<file path="src/rtl/arrsum_pkg.sv">
package arrsum_pkg;

    typedef enum logic [2:0] {
        ST_IDLE,
        ST_INIT,
        ST_CMP,
        ST_LOAD,
        ST_ACC,
        ST_INC,
        ST_DONE
    } st_e;

    // Register-load controls from the sequencer to the datapath
    typedef struct packed {
        logic clr;       // load start values into all registers
        logic addr_upd;  // address register takes base + index
        logic acc_upd;   // accumulator takes acc + word
        logic idx_upd;   // index takes index + 1
    } dp_ctl_t;

    function automatic int cycles_per_elem(input bit shared);
        return shared ? 4 : 3;
    endfunction

endpackage

</file>
<file path="src/rtl/arrsum_ctrl.sv">
module arrsum_ctrl
    import arrsum_pkg::*;
#(
    parameter bit SHARED_ADDER = 1'b0
) (
    input  logic     clk,
    input  logic     rst,
    input  logic     start,
    input  logic     more,
    output dp_ctl_t  ctl,
    output logic     mem_rd,
    output logic     done
);

    st_e st_q, st_d;

    always_ff @(posedge clk) begin
        if (rst) st_q <= ST_IDLE;
        else     st_q <= st_d;
    end

    always_comb begin
        st_d   = st_q;
        ctl    = '0;
        mem_rd = 1'b0;
        done   = 1'b0;
        case (st_q)
            ST_IDLE: if (start) st_d = ST_INIT;
            ST_INIT: begin
                ctl.clr = 1'b1;
                st_d    = ST_CMP;
            end
            ST_CMP: begin
                if (more) begin
                    ctl.addr_upd = 1'b1;
                    st_d         = ST_LOAD;
                end else begin
                    st_d = ST_DONE;
                end
            end
            ST_LOAD: begin
                mem_rd = 1'b1;
                st_d   = ST_ACC;
            end
            ST_ACC: begin
                ctl.acc_upd = 1'b1;
                if (SHARED_ADDER) begin
                    st_d = ST_INC;
                end else begin
                    ctl.idx_upd = 1'b1;
                    st_d        = ST_CMP;
                end
            end
            ST_INC: begin
                ctl.idx_upd = 1'b1;
                st_d        = ST_CMP;
            end
            ST_DONE: begin
                done = 1'b1;
                if (start) st_d = ST_INIT;
            end
            default: st_d = ST_IDLE;
        endcase
    end

    AST_RD_SINGLE: assert property (@(posedge clk) disable iff (rst)
        mem_rd |=> !mem_rd);
    AST_RD_NOT_DONE: assert property (@(posedge clk) disable iff (rst)
        !(mem_rd && done));
    AST_DONE_HOLDS: assert property (@(posedge clk) disable iff (rst)
        (done && !start) |=> done);

endmodule

</file>
<file path="src/rtl/arrsum_dp.sv">
module arrsum_dp
    import arrsum_pkg::*;
#(
    parameter int ADDR_W       = 10,
    parameter int ELEM_W       = 16,
    parameter int ACC_W        = 32,
    parameter int COUNT        = 128,
    parameter bit SHARED_ADDER = 1'b0
) (
    input  logic              clk,
    input  logic              rst,
    input  dp_ctl_t           ctl,
    input  logic              mem_rd,
    input  logic [ADDR_W-1:0] base_addr,
    input  logic [ELEM_W-1:0] mem_rdata,
    output logic              more,
    output logic [ADDR_W-1:0] addr_q,
    output logic [ACC_W-1:0]  acc_q
);

    localparam int IDX_W = $clog2(COUNT + 1);
    localparam logic [IDX_W-1:0] CNT_L = IDX_W'(COUNT);

    logic [IDX_W-1:0]  idx_q;
    logic [IDX_W-1:0]  idx_sum;
    logic [ADDR_W-1:0] addr_sum;
    logic [ACC_W-1:0]  acc_sum;

    generate
        if (SHARED_ADDER) begin : g_shared
            logic [ACC_W-1:0] opa, opb, res;
            always_comb begin
                if (ctl.addr_upd) begin
                    opa = ACC_W'(base_addr);
                    opb = ACC_W'(idx_q);
                end else if (ctl.acc_upd) begin
                    opa = acc_q;
                    opb = ACC_W'(mem_rdata);
                end else begin
                    opa = ACC_W'(idx_q);
                    opb = ACC_W'(1);
                end
            end
            assign res      = opa + opb;
            assign addr_sum = res[ADDR_W-1:0];
            assign idx_sum  = res[IDX_W-1:0];
            assign acc_sum  = res;
        end else begin : g_direct
            assign addr_sum = base_addr + ADDR_W'(idx_q);
            assign idx_sum  = idx_q + IDX_W'(1);
            assign acc_sum  = acc_q + ACC_W'(mem_rdata);
        end
    endgenerate

    assign more = (idx_q < CNT_L);

    always_ff @(posedge clk) begin
        if (rst) begin
            idx_q  <= '0;
            acc_q  <= '0;
            addr_q <= '0;
        end else begin
            if (ctl.clr)          idx_q <= '0;
            else if (ctl.idx_upd) idx_q <= idx_sum;
            if (ctl.clr)          acc_q <= '0;
            else if (ctl.acc_upd) acc_q <= acc_sum;
            if (ctl.clr)           addr_q <= base_addr;
            else if (ctl.addr_upd) addr_q <= addr_sum;
        end
    end

    AST_IDX_BOUND: assert property (@(posedge clk) disable iff (rst)
        idx_q <= CNT_L);
    AST_RD_IN_LOOP: assert property (@(posedge clk) disable iff (rst)
        mem_rd |-> (idx_q < CNT_L));
    AST_CLR_ZERO: assert property (@(posedge clk) disable iff (rst)
        ctl.clr |=> (acc_q == '0 && idx_q == '0));

endmodule

</file>
<file path="src/rtl/arrsum_top.sv">
module arrsum_top
    import arrsum_pkg::*;
#(
    parameter int ADDR_W       = 10,
    parameter int ELEM_W       = 16,
    parameter int ACC_W        = 32,
    parameter int COUNT        = 128,
    parameter bit SHARED_ADDER = 1'b0
) (
    input  logic              clk,
    input  logic              rst,
    input  logic              start,
    input  logic [ADDR_W-1:0] base_addr,
    output logic [ADDR_W-1:0] mem_addr,
    output logic              mem_rd,
    input  logic [ELEM_W-1:0] mem_rdata,
    output logic [ACC_W-1:0]  sum,
    output logic              done
);

    dp_ctl_t ctl;
    logic    more;

    arrsum_ctrl #(.SHARED_ADDER(SHARED_ADDER)) u_ctrl (
        .clk    (clk),
        .rst    (rst),
        .start  (start),
        .more   (more),
        .ctl    (ctl),
        .mem_rd (mem_rd),
        .done   (done)
    );

    arrsum_dp #(
        .ADDR_W       (ADDR_W),
        .ELEM_W       (ELEM_W),
        .ACC_W        (ACC_W),
        .COUNT        (COUNT),
        .SHARED_ADDER (SHARED_ADDER)
    ) u_dp (
        .clk       (clk),
        .rst       (rst),
        .ctl       (ctl),
        .mem_rd    (mem_rd),
        .base_addr (base_addr),
        .mem_rdata (mem_rdata),
        .more      (more),
        .addr_q    (mem_addr),
        .acc_q     (sum)
    );

    AST_SUM_HELD: assert property (@(posedge clk) disable iff (rst)
        (done && !start) |=> $stable(sum));

endmodule

</file>
<file path="config.mk">
export PLATFORM = sky130hd
export DESIGN_NAME = arrsum_top
export DESIGN_NICKNAME = d
export VERILOG_FILES = /design/src/rtl/arrsum_pkg.sv /design/src/rtl/arrsum_ctrl.sv /design/src/rtl/arrsum_dp.sv /design/src/rtl/arrsum_top.sv
export SDC_FILE = /design/constraint.sdc
export NUM_CORES = 1
export LEC_CHECK = 0
export ABC_CLOCK_PERIOD_IN_PS = 6600
export BUFFER_PORTS_ARGS = -buffer_cell sky130_fd_sc_hd__buf_4
export CAP_MARGIN = 40
export CORE_MARGIN = 2
export CORE_UTILIZATION = 59
export CTS_CLUSTER_DIAMETER = 30
export DETAILED_ROUTE_END_ITERATION = 6
export PLACE_DENSITY_LB_ADDON = 0.1
export SYNTH_ARGS = -nofsm -noshare
export SYNTH_HDL_FRONTEND = slang
export SYNTH_SLANG_ARGS = --single-unit
</file>
<file path="constraint.sdc">
create_clock -name clk -period 6.6 [get_ports clk]
set_clock_uncertainty 0.2 [all_clocks]
set_input_delay 0 -clock clk [delete_from_list [all_inputs] [get_ports clk]]
set_output_delay 0 -clock clk [all_outputs]
set_load 0.03 [all_outputs]
</file>
Word-level counts from Yosys, hierarchy flattened. Cells that the tools add are included.

Add/subtract/negate cells: 3. Multiply operators: 0. Divide/modulo/power cells: 0. Magnitude comparators: 1. Equal/unequal tests: 7. Shift-type cells: 0. Muxes and demuxes: 12. Bitwise operators: 0. Reductions and logical operators: 6.

Operators with widths (number): adder 32 x 16 -> 32 bit (1); 2-to-1 mux 10 bit (2); one-hot mux 3 bit (4 select lines) (1); adder 10 x 8 -> 10 bit (1); equality test 3 bit, second input constant (3); adder 8 x 1 -> 8 bit, second input constant (1); < comparator 8 bit, second input constant (1); 2-to-1 mux 1 bit (7); equality test 3 x 2 -> 1 bit, second input constant (2); 2-to-1 mux 3 bit (2); OR reduction 2 bit (3); equality test 3 x 1 -> 1 bit, second input constant (1); zero test 3 bit (1); OR reduction 3 bit (1); != test 2 x 1 -> 1 bit, second input constant (1); nonzero test 2 bit (1).

Bits in registers: 53. Bits in latches: 0. Memory bits (writable): 0. Bits in read-only memories: 0. Input port bits: 29. Output and inout port bits: 44. Word-level logic and storage cells: 33. Memories kept: 0.

Logic depth before layout (Yosys ltp). Gate-level depths: netlist of the first run.

Word-level depth: 5. Mapped depth: 10.

Hierarchy. A second synthesis of the first run with hierarchy kept.

Cells, all modules: 432. Area, all modules: 3580.9 um^2.

By module, submodules not included: arrsum_dp (instances 1, cells an instance 409, area an instance 3369.5 um^2); arrsum_ctrl (instances 1, cells an instance 23, area an instance 211.5 um^2).

Worst setup path before layout of the first run. No wires, ideal clock.

Path type: reg2reg. Start: register u_dp.acc_q[0]. End: register u_dp.acc_q[24]. Data arrival time: 2259 ps. Setup slack: 4070 ps. Cell stages (with the launch flop): 11. Cells stage by stage: dfxtp_1 -> ha_1 -> fa_1 -> a211oi_2 -> o21ai_2 -> nand4b_1 -> and3b_1 -> buf_6 -> nor2_1 -> a31o_2 -> a21oi_1.

Cells in the longest elaborated chain, start to end: 1.

RTL lines: start: declaration (RTL line arrsum_dp.sv:18) `output logic [ACC_W-1:0] acc_q`; start signal: assignment (RTL line arrsum_dp.sv:66) `else if (ctl.acc_upd) acc_q <= acc_sum;`; adder 32 x 16 -> 32 bit (RTL line arrsum_dp.sv:51) `assign acc_sum = acc_q + ACC_W'(mem_rdata);`.

No other way between the ends. A chain may end at the register's enable or synchronous reset.

Worst setup path after layout of the first run.
Start: register u_dp.idx_q[1]. End: register u_dp.addr_q[9].

Cells in the longest elaborated chain, start to end: 4.

RTL lines: start: declaration (RTL line arrsum_dp.sv:24) `logic [IDX_W-1:0] idx_q;`; start signal: assignment (RTL line arrsum_dp.sv:64) `else if (ctl.idx_upd) idx_q <= idx_sum;`; < comparator 8 bit (RTL line arrsum_dp.sv:55) `assign more = (idx_q < CNT_L);`; 2-to-1 mux 1 bit (RTL line arrsum_ctrl.sv:34) `if (more) begin`; 2-to-1 mux 1 bit (RTL line arrsum_ctrl.sv:27) `case (st_q)`; nonzero test 2 bit (no source line); end signal: assignment (RTL line arrsum_dp.sv:67) `if (ctl.clr) addr_q <= base_addr;`; end signal: assignment (RTL line arrsum_dp.sv:68) `else if (ctl.addr_upd) addr_q <= addr_sum;`; end: declaration (RTL line arrsum_dp.sv:17) `output logic [ADDR_W-1:0] addr_q,`.

Parallel ways exist; a longest one is shown, timed or not. The select of a mux whose other input is x is not followed.

==> results.tsv, run 1 <==
metric	value	unit
status	finished clean	
route.vias.total	3132	
clk_pin_slew	100	ps
die_h	78.44	um
cts_tree	yes	
cts-root-buf	clkbuf_8	
dp_slack	3855	ps
core	5439	um2
worst_ep_required_time	6620	ps
diodes	0	
cts.path.max_buffers	2	
fmax	343.8	MHz
setup_viol	0	
fin_crit_sh	44.08	%
initial_core_util	60.11	%
htreeDepth	2	
cp_max_fo	5	
crit_type	flip-flop to flip-flop	
rows	27	
mostFrequentLayoutCells	buf_4, nand2_1, dfxtp_1	
drt.antenna.violating_nets	0	
vias_per_cell	5.633	
layout.nets	539	
grt_pass1_vias	2899	
postCtsSetupBuffers	0	
synthFlopType	dfxtp_1	
io_buffers	72	
layout-drive-gt1-share	19.01	%
vdd_ir_drop_max	0.1170	mV
first_pass_iters	4	
finalCriticalPeriod	2909	ps
antenna_found_initial	0	
synth_fp_nets	459	
yosys_warnings	0	
rsz0062_at_grt	false	
final_common_cell	buf_4	
synth_edf_count	0	
regToRegSetupSlack	3690	ps
worstHoldPathType	input pin to flip-flop	
cts_resized	0	
numCtsBuffers	5	
design_area	4076	um2
grt_max_degree	38	
wl	7826	um
overflow	0	
synth.ff_latch_count	53	
maxSlewHeadroom	48.77	%
syn_area_per_cell	8.113	um2
ys_types	48	
final.setup.worst_slack	3691	ps
slew_violations	0	
yosysSeqAreaShare	32.45	%
die_area	6153	um2
cp-start-kind	flip-flop	
setup.worst_path.end_class	flip-flop	
p_leak	1.699	nW
gp_congestion	0.8945	
ios	73	
postPlaceCellArea	3844	um2
clock-sinks	53	
dpl.hpwl	5505	um
post_drt_wl_per_cell	14.08	um
insertion_delay	310	ps
drtIter0Drc	137	
grt_usage	25.23	%
die_w	78.44	um
cp.arrival	2930	ps
drc	0	
hold_viol	0	
syn_inst	403	
netlist_area	3269	um2
drv_cap	0	
tns	0	ps
ys_async_sr_fraction	0	%
area.growth.synth_to_final	24.68	%
worst_slew_pin_slew	766.6	ps
grt_first_pass_wirelength	12680	um
p_per_area	162.3	nW/um2
report_power, final:
part	leakage (nW)	internal (mW)	switching, mW	total, mW
Clock	0.0450	0.0739	0.106	0.180
Sequential	0.429	0.331	0.00909	0.340
Combinational	1.22	0.0608	0.0805	0.141
worst max-delay path, cell delays in order, from the launching register on:
cell and delay (ps):
dfxtp_1 420, ha_1 270, a21o_1 170, a21oi_1 270, o211ai_1 190, a31oi_1 210
nor3b_1 90, xnor2_1 150, dlygate4sd3_1 590, a211oi_1 260
path summary, 6_finish.rpt:
check                 from        endpoint  depth (start not counted)
max          u_dp.idx_q[1]  u_dp.addr_q[9]                          9
min           mem_rdata[9]   u_dp.acc_q[9]                          5
max reg2reg  u_dp.idx_q[1]  u_dp.addr_q[9]                          9
min reg2reg  u_dp.acc_q[7]   u_dp.acc_q[7]                          2
metrics by stage:
step / hold slack [ps] / utilization [%] / instances / power (mW)
finish: 0.5009 / 74.95 / 556 / 0.6616
global route: 22.30 / 74.95 / 556 / 0.6931
CTS: 0.03353 / 74.95 / 556 / 0.6633
detailed placement: 101.6 / 70.67 / 533 / 0.4789
global placement: 98.23 / 70.32 / 531 / 0.4721
floorplan: -127.2 / - / 403 / 0.4334
sequential cells by signal, summed over array words and instances (netlist names):
signal and count:
u_ctrl.st_q 3, u_dp.acc_q 32, u_dp.addr_q 10, u_dp.idx_q 8
Yosys cell counts (all sizes together), types with 2 or more instances:
library cell  count  area, um2
buf               5      33.78
a31oi             5      31.28
nor2b             3      18.77
o211ai            7      66.31
inv               8      30.03
clkbuf           11      41.29
xnor2            21      183.9
and2              2      12.51
or3               3      18.77
nor2             50      187.7
fa                2      40.04
o22ai             2      18.77
mux2i             8      80.08
a21oi            31      155.2
dfxtp            53       1061
nor3             12      60.06
nand2            54      205.2
a211oi           13      112.6
xor2             17      148.9
o21ai            18      93.84
and3b             3      26.28
ha               25      312.8
nor4              5      37.53
a21o              6      45.04
nor3b             4      35.03
and3              4      25.02
nand4             4      25.02
nand3            17      85.08
cells by family after synthesis:
logic type | Yosys count | synth area share, %
buf+inv | 24 | 3.215
flops | 53 | 32.45
simple gates | 166 | 23.69
mux | 8 | 2.449
compound gates | 87 | 17.22
fa+ha+maj | 27 | 10.79
xor+xnor | 38 | 10.18
timing repair:
action,4_1_cts,5_1_grt
hold buffers,15,0
hold endpoints to repair,18,0
setup endpoints to repair,0,0
layer usage:
layer	vias to the layer above	part of all wire [%]	track usage (%)
met5	-	0	0
met4	0	1.4	8.246
met3	12	5.2	4.713
met2	94	47	41.64
met1	1445	47	33.31
li1	1581	-	-
cell type report:
cell class | count | area (um2)
Sequential cell | 53 | 1061
Clock inverter | 2 | 10.01
Clock buffer | 6 | 72.57
Multi-Input combinational cell | 326 | 2103
Inverter | 8 | 30.03
Fill cell | 443 | 1363
Tap cell | 72 | 90.09
Timing Repair Buffer | 89 | 709.4
Power figures use the tool's default switching activity.
==> run 2, diff against run 1 <==
Settings changed: ABC_CLOCK_PERIOD_IN_PS 6600 to 2560, CORE_UTILIZATION 59 to 49.
Clock period 6.6 ns to 2.56 ns, I/O delays scaled along.
==> run 2 against run 1 <==
Against the previous run:
- register-to-register slack worse by 3600 ps
- critical path depth unchanged
- cell area up 4.1%
- first-iteration DRC count grew 9.5%
- hold slack better by 3.8 ps
- clock-buffer cell count is 1 higher
- sequential share of layout area fell by 1.0 points
- combinational power increased to 2.6 times the previous value
- sequential cell count stayed put
- maximum frequency increased by 18%
==> results.tsv, run 2 (synthesized netlist as in run 1, its figures left out) <==
metric	value	unit	change
p_leak	1.751	nW	+3.0%
clock-sinks	53		unchanged
cp_max_fo	5		unchanged
vias_per_cell	5.442		-3.4%
ios	73		unchanged
holdPathStages	5		unchanged
drt.antenna.violating_nets	0		unchanged
p_seq_share	50.5	%	-0.9 points
worstHoldPathType	input pin to flip-flop		
r2r_start	u_dp.acc_q[0]		
rows	29		+7.4%
setup_viol	0		unchanged
reg_top3	u_dp.acc_q: 32 flops, u_dp.addr_q: 10 flops, u_dp.idx_q: 8 flops		
whs_endpoint	u_dp.acc_q[9]		
io_buffers	72		unchanged
drc	0		unchanged
area.growth.synth_to_final	29.85	%	
cts-root-buf	clkbuf_8		
drv_cap	0		unchanged
finalCriticalPeriod	2462	ps	-446.8 ps
antenna_found_initial	0		unchanged
initial_core_util	51.20	%	-8.9 points
die_w	85.69	um	+9.2%
cp.arrival	2510	ps	-420 ps
post_drt_wl_per_cell	13.66	um	-2.9%
overflow	0		unchanged
regMostFlops	u_dp.acc_q		
maxSlewHeadroom	48.83	%	+0.063 points
insertion_delay	310	ps	about the same
worst_slew_pin_slew	767.6	ps	+0.9168 ps
p_sw	0.5200	mW	+170%
cp-start-kind	flip-flop		
diodes	0		unchanged
grt_usage	20.83	%	-4.4 points
p_per_area	407.1	nW/um2	+150%
hold_viol	0		unchanged
route.vias.total	3118		-0.45%
regToRegSetupSlack	100	ps	-3590 ps
core	6386	um2	+17%
postPlaceCellArea	3914	um2	+1.8%
final_common_cell	buf_4		
hp-start	mem_rdata[9]		
rr_endpoint	u_dp.acc_q[24]		
grt_pass1_vias	2833		-2.3%
die_area	7342	um2	+19%
tns	0	ps	unchanged
worst_ep_required_time	2610	ps	-4010 ps
power_frac_comb	21.5	%	+0.2 points
setup.worst_path.end_class	flip-flop		
largest_register_ffs	32		unchanged
drtIter0Drc	150		+9.5%
layout-drive-gt1-share	23.39	%	+4.4 points
status	finished clean		
numCtsBuffers	5		unchanged
design_area	4245	um2	+4.1%
fin_crit_sh	96.18	%	+52 points
internal_power	1.208	mW	+160%
die_h	85.69	um	+9.2%
p_sw_share	30.09	%	+0.48 points
dpl.hpwl	5660	um	+2.8%
cts.path.max_buffers	2		unchanged
fmax	406.1	MHz	+18%
layout.nets	551		+2.2%
crit_type	flip-flop to flip-flop		
grt_max_degree	38		unchanged
vdd_ir_drop_max	0.2628	mV	+120%
cts_tree	yes		
reg2reg_depth	9		unchanged
power_frac_clock	28.0	%	+0.8 points
clk_pin_slew	100	ps	about the same
grt_first_pass_wirelength	12620	um	-0.49%
slew_violations	0		unchanged
mostFrequentLayoutCells	buf_4, nand2_1, dfxtp_1		
wl	7829	um	about the same
gp_congestion	0.8355		-6.6%
htreeDepth	2		unchanged
first_pass_iters	4		unchanged
fill_cells	575		+30%
-- run 2: repair_timing --
action	CTS	global route
pin swaps	2	11
cloned	0	1
setup endpoints to repair	7	11
endpoints found under the hold margin	16	0
hold buffers	15	0
buffers inserted	0	2
resized for setup	5	14
-- run 2: power by group through the flow --
stage / clock, mW / combinational (mW) / sequential [mW]
2_1_floorplan: 0 / 0.180 / 0.937
3_3_place_gp: 0 / 0.343 / 0.890
3_5_place_dp: 0 / 0.347 / 0.891
4_1_cts: 0.500 / 0.368 / 0.872
5_1_grt: 0.522 / 0.406 / 0.877
6_report: 0.484 / 0.372 / 0.872
-- run 2: metal layers --
layer  share of wire, %  wire, um  track usage [%]
met5                  0         0                0
met4                1.6       125            6.782
met3                4.0       313            3.465
met2                 45      3507            32.60
met1                 50      3883            29.32
-- run 2: cell type report --
class	count	area, um2	share of cell area (%)
Multi-Input combinational cell	327	2185	51.46
Sequential cell	53	1062	25.02
Timing Repair Buffer	100	788.3	18.57
Tap cell	77	96.34	2.269
Clock buffer	7	76.32	1.798
Inverter	8	30.03	0.7073
Clock inverter	1	7.507	0.1768
-- run 2: metrics by stage --
step	instances	hold WS [ps]	power, mW	setup WS (ps)	utilization (%)
after global placement	547	105.8	1.233	-14.83	61.29
after CTS	570	4.554	1.740	8.449	65.18
final	573	4.296	1.728	97.80	66.48
after floorplan	403	-127.2	1.117	30.34	-
after detailed placement	547	110.1	1.238	-107.4	61.29
after global routing	573	23.45	1.805	-7.549	66.48
-- run 2: worst max-delay path by stage --
stage	from	to	depth (start not counted)
after detailed placement	u_dp.idx_q[0]	u_dp.addr_q[8]	9
after global placement	u_dp.acc_q[0]	u_dp.acc_q[24]	9
after global routing	u_dp.acc_q[0]	u_dp.acc_q[24]	9
after CTS	u_dp.acc_q[0]	u_dp.acc_q[24]	9
final	u_dp.acc_q[0]	u_dp.acc_q[24]	9
after floorplan	u_dp.acc_q[0]	u_dp.acc_q[24]	10
-- run 2: worst max-delay path: stages, from the launching register on --
cell	delay (ps)
dfxtp_2	330
ha_2	180
fa_2	420
a211oi_4	320
o21ai_2	90
nand4b_1	150
and3b_2	270
nor2_1	70
a31o_2	270
a21oi_2	100
==> run 3, diff against run 2 <==
--- a/config.mk
+++ b/config.mk
@@ -13,5 +13,6 @@
 export CTS_CLUSTER_DIAMETER = 30
 export DETAILED_ROUTE_END_ITERATION = 6
-export PLACE_DENSITY_LB_ADDON = 0.1
+export PLACE_DENSITY_LB_ADDON = 0.15
+export SETUP_SLACK_MARGIN = 0.1
 export SYNTH_ARGS = -nofsm -noshare
 export SYNTH_HDL_FRONTEND = slang
--- a/constraint.sdc
+++ b/constraint.sdc
@@ -3,3 +3,3 @@
 set_input_delay 0 -clock clk [delete_from_list [all_inputs] [get_ports clk]]
 set_output_delay 0 -clock clk [all_outputs]
-set_load 0.03 [all_outputs]
+set_load 0.01 [all_outputs]
==> run 3 against run 2 <==
Against the previous run:
- the run now ends with hold timing left
- clock power is 27% higher
- first-iteration DRC count is 18% lower
- register-to-register slack better by 30 ps
- hold slack worse by 46 ps
- total power is 6.0% higher
- die area stayed put
- sequential power is 0.7% higher
- maximum frequency is 1.2% higher
- non-clock buffer count is 3 higher
- critical endpoint is now u_dp.acc_q[15]
==> results.tsv, run 3 (synthesized netlist as in run 1, its figures left out) <==
metric	value	unit	change
status	finished with violations		
violations	hold timing		
cp_common_cell	a21oi_1		
critical-path-slowest-cell	dfxtp_1		
layout.nets	553		+0.36%
rsz0062_at_grt	true		
layout-drive-gt1-share	25.50	%	+2.1 points
drtIter0Drc	123		-18%
die_w	85.69	um	unchanged
grt_pass1_vias	2822		-0.39%
path_buf_inv	0		unchanged
worst_slew_pin_slew	738.8	ps	-28.79 ps
cts.path.max_buffers	2		unchanged
whs	-41.36	ps	-45.65 ps
setup_viol	0		unchanged
dpl.hpwl	5497	um	-2.9%
setup.worst_path.end_class	flip-flop		
crit_type	flip-flop to flip-flop		
crit_family	compound AO/OA/AOI/OAI gates		
area.growth.synth_to_final	35.02	%	
insertion_delay	310	ps	about the same
dp.cells	544		-0.55%
rows	29		unchanged
reg_top3	u_dp.acc_q: 32 flops, u_dp.addr_q: 10 flops, u_dp.idx_q: 8 flops		
largest_register_ffs	32		unchanged
gp_congestion	0.8298		-0.68%
vdd_ir_drop_max	0.2723	mV	+3.6%
regMostFlops	u_dp.acc_q		
initial_core_util	51.20	%	unchanged
cp.arrival	2400	ps	-110 ps
mostFrequentLayoutCells	buf_4, nand2_1, dfxtp_1		
grt_usage	20.89	%	+0.055 points
first_pass_iters	4		unchanged
wl	7833	um	about the same
vias_per_cell	5.482		+0.74%
cp_max_fo	4		-1
tns	0	ps	unchanged
worst_ep_required_time	2530	ps	-80 ps
final.setup.worst_slack	126.8	ps	+29.02 ps
clock-sinks	53		unchanged
route.vias.total	3152		+1.1%
final_common_cell	buf_4		
io_buffers	72		unchanged
hold_viol	2		+2
fin_crit_sh	95.05	%	-1.1 points
p_leak	1.778	nW	+1.6%
finalCriticalPeriod	2433	ps	-29.02 ps
fmax	411.0	MHz	+1.2%
core	6386	um2	unchanged
diodes	0		unchanged
final_cells	575		+0.35%
die_area	7342	um2	unchanged
grt_max_degree	38		unchanged
cts_tree	yes		
worstPathCellList	ha_1 -> a21oi_1 -> o22ai_2 -> a211oi_4 -> nand2_1 -> a211oi_1 -> or3_1 -> a21oi_1		
overflow	0		unchanged
grt_first_pass_wirelength	12640	um	+0.16%
worstHoldPathType	input pin to flip-flop		
ios	73		unchanged
numCtsBuffers	5		unchanged
slowest_delay	430	ps	about the same
maxSlewHeadroom	50.75	%	+1.9 points
cp-start-kind	flip-flop		
drc	0		unchanged
cts-root-buf	clkbuf_8		
die_h	85.69	um	unchanged
drt.antenna.violating_nets	0		unchanged
p_per_area	414.8	nW/um2	+1.9%
clk_pin_slew	100	ps	about the same
post_drt_wl_per_cell	13.62	um	-0.30%
slew_violations	0		unchanged
antenna_found_initial	0		unchanged
dp_slack	-38.30	ps	+69.14 ps
htreeDepth	2		unchanged
drv_cap	0		unchanged
## run 3: worst min-delay path: stages
cell and delay (ps):
buf_4 90, ha_4 150, xor2_1 60, nand2_1 60, a21oi_1 60
## run 3: metal layers
metal / GRT usage (%) / vias to the layer above / part of all wire, % / wire length, um
met2: 33.38 / 81 / 46 / 3598
li1: - / 1602 / - / -
met4: 5.772 / 0 / 1.7 / 131
met3: 3.657 / 12 / 5.3 / 412
met1: 29.10 / 1457 / 47 / 3691
met5: 0 / - / 0 / 0
## run 3: through the flow
stage	hold WS (ps)	instance area, um2	util (%)	power [mW]
after floorplan	-127.2	3273	-	1.078
after global placement	104.0	3895	60.99	1.188
after detailed placement	108.0	3895	60.99	1.191
after CTS	2.135	4193	65.65	1.815
after global routing	1.714	4414	69.12	1.916
final	-41.36	4414	69.12	1.831
## run 3: report_power, final
part	internal (mW)	switching, mW
Sequential	0.854	0.0238
Clock	0.320	0.293
Combinational	0.170	0.170
## run 3: path summary, 6_finish.rpt
check	start	end	slack, ps	cells after the start
hold / removal	mem_rdata[10]	u_dp.acc_q[10]	-40	5
setup reg to reg	u_dp.acc_q[1]	u_dp.acc_q[15]	130	8
setup / recovery	u_dp.acc_q[1]	u_dp.acc_q[15]	130	8
hold reg to reg	u_dp.acc_q[7]	u_dp.acc_q[7]	280	2
## run 3: timing repair
action | in CTS | in global routing
hold buffers | 16 | 3
pin swaps | 4 | 14
buffers inserted | 1 | 3
hold endpoints to repair | 17 | 3
setup endpoints to repair | 10 | 25
gates resized for setup | 6 | 32
## run 3: final cells by class
class                   count  area [um2]
clock buffers               7       86.33
clock inverters             1       30.03
fillers                   532        1972
inverters                   8       30.03
multi-input cells         326        2283
flip-flops and latches     53        1064
well taps                  77       96.34
repair buffers            103       824.5
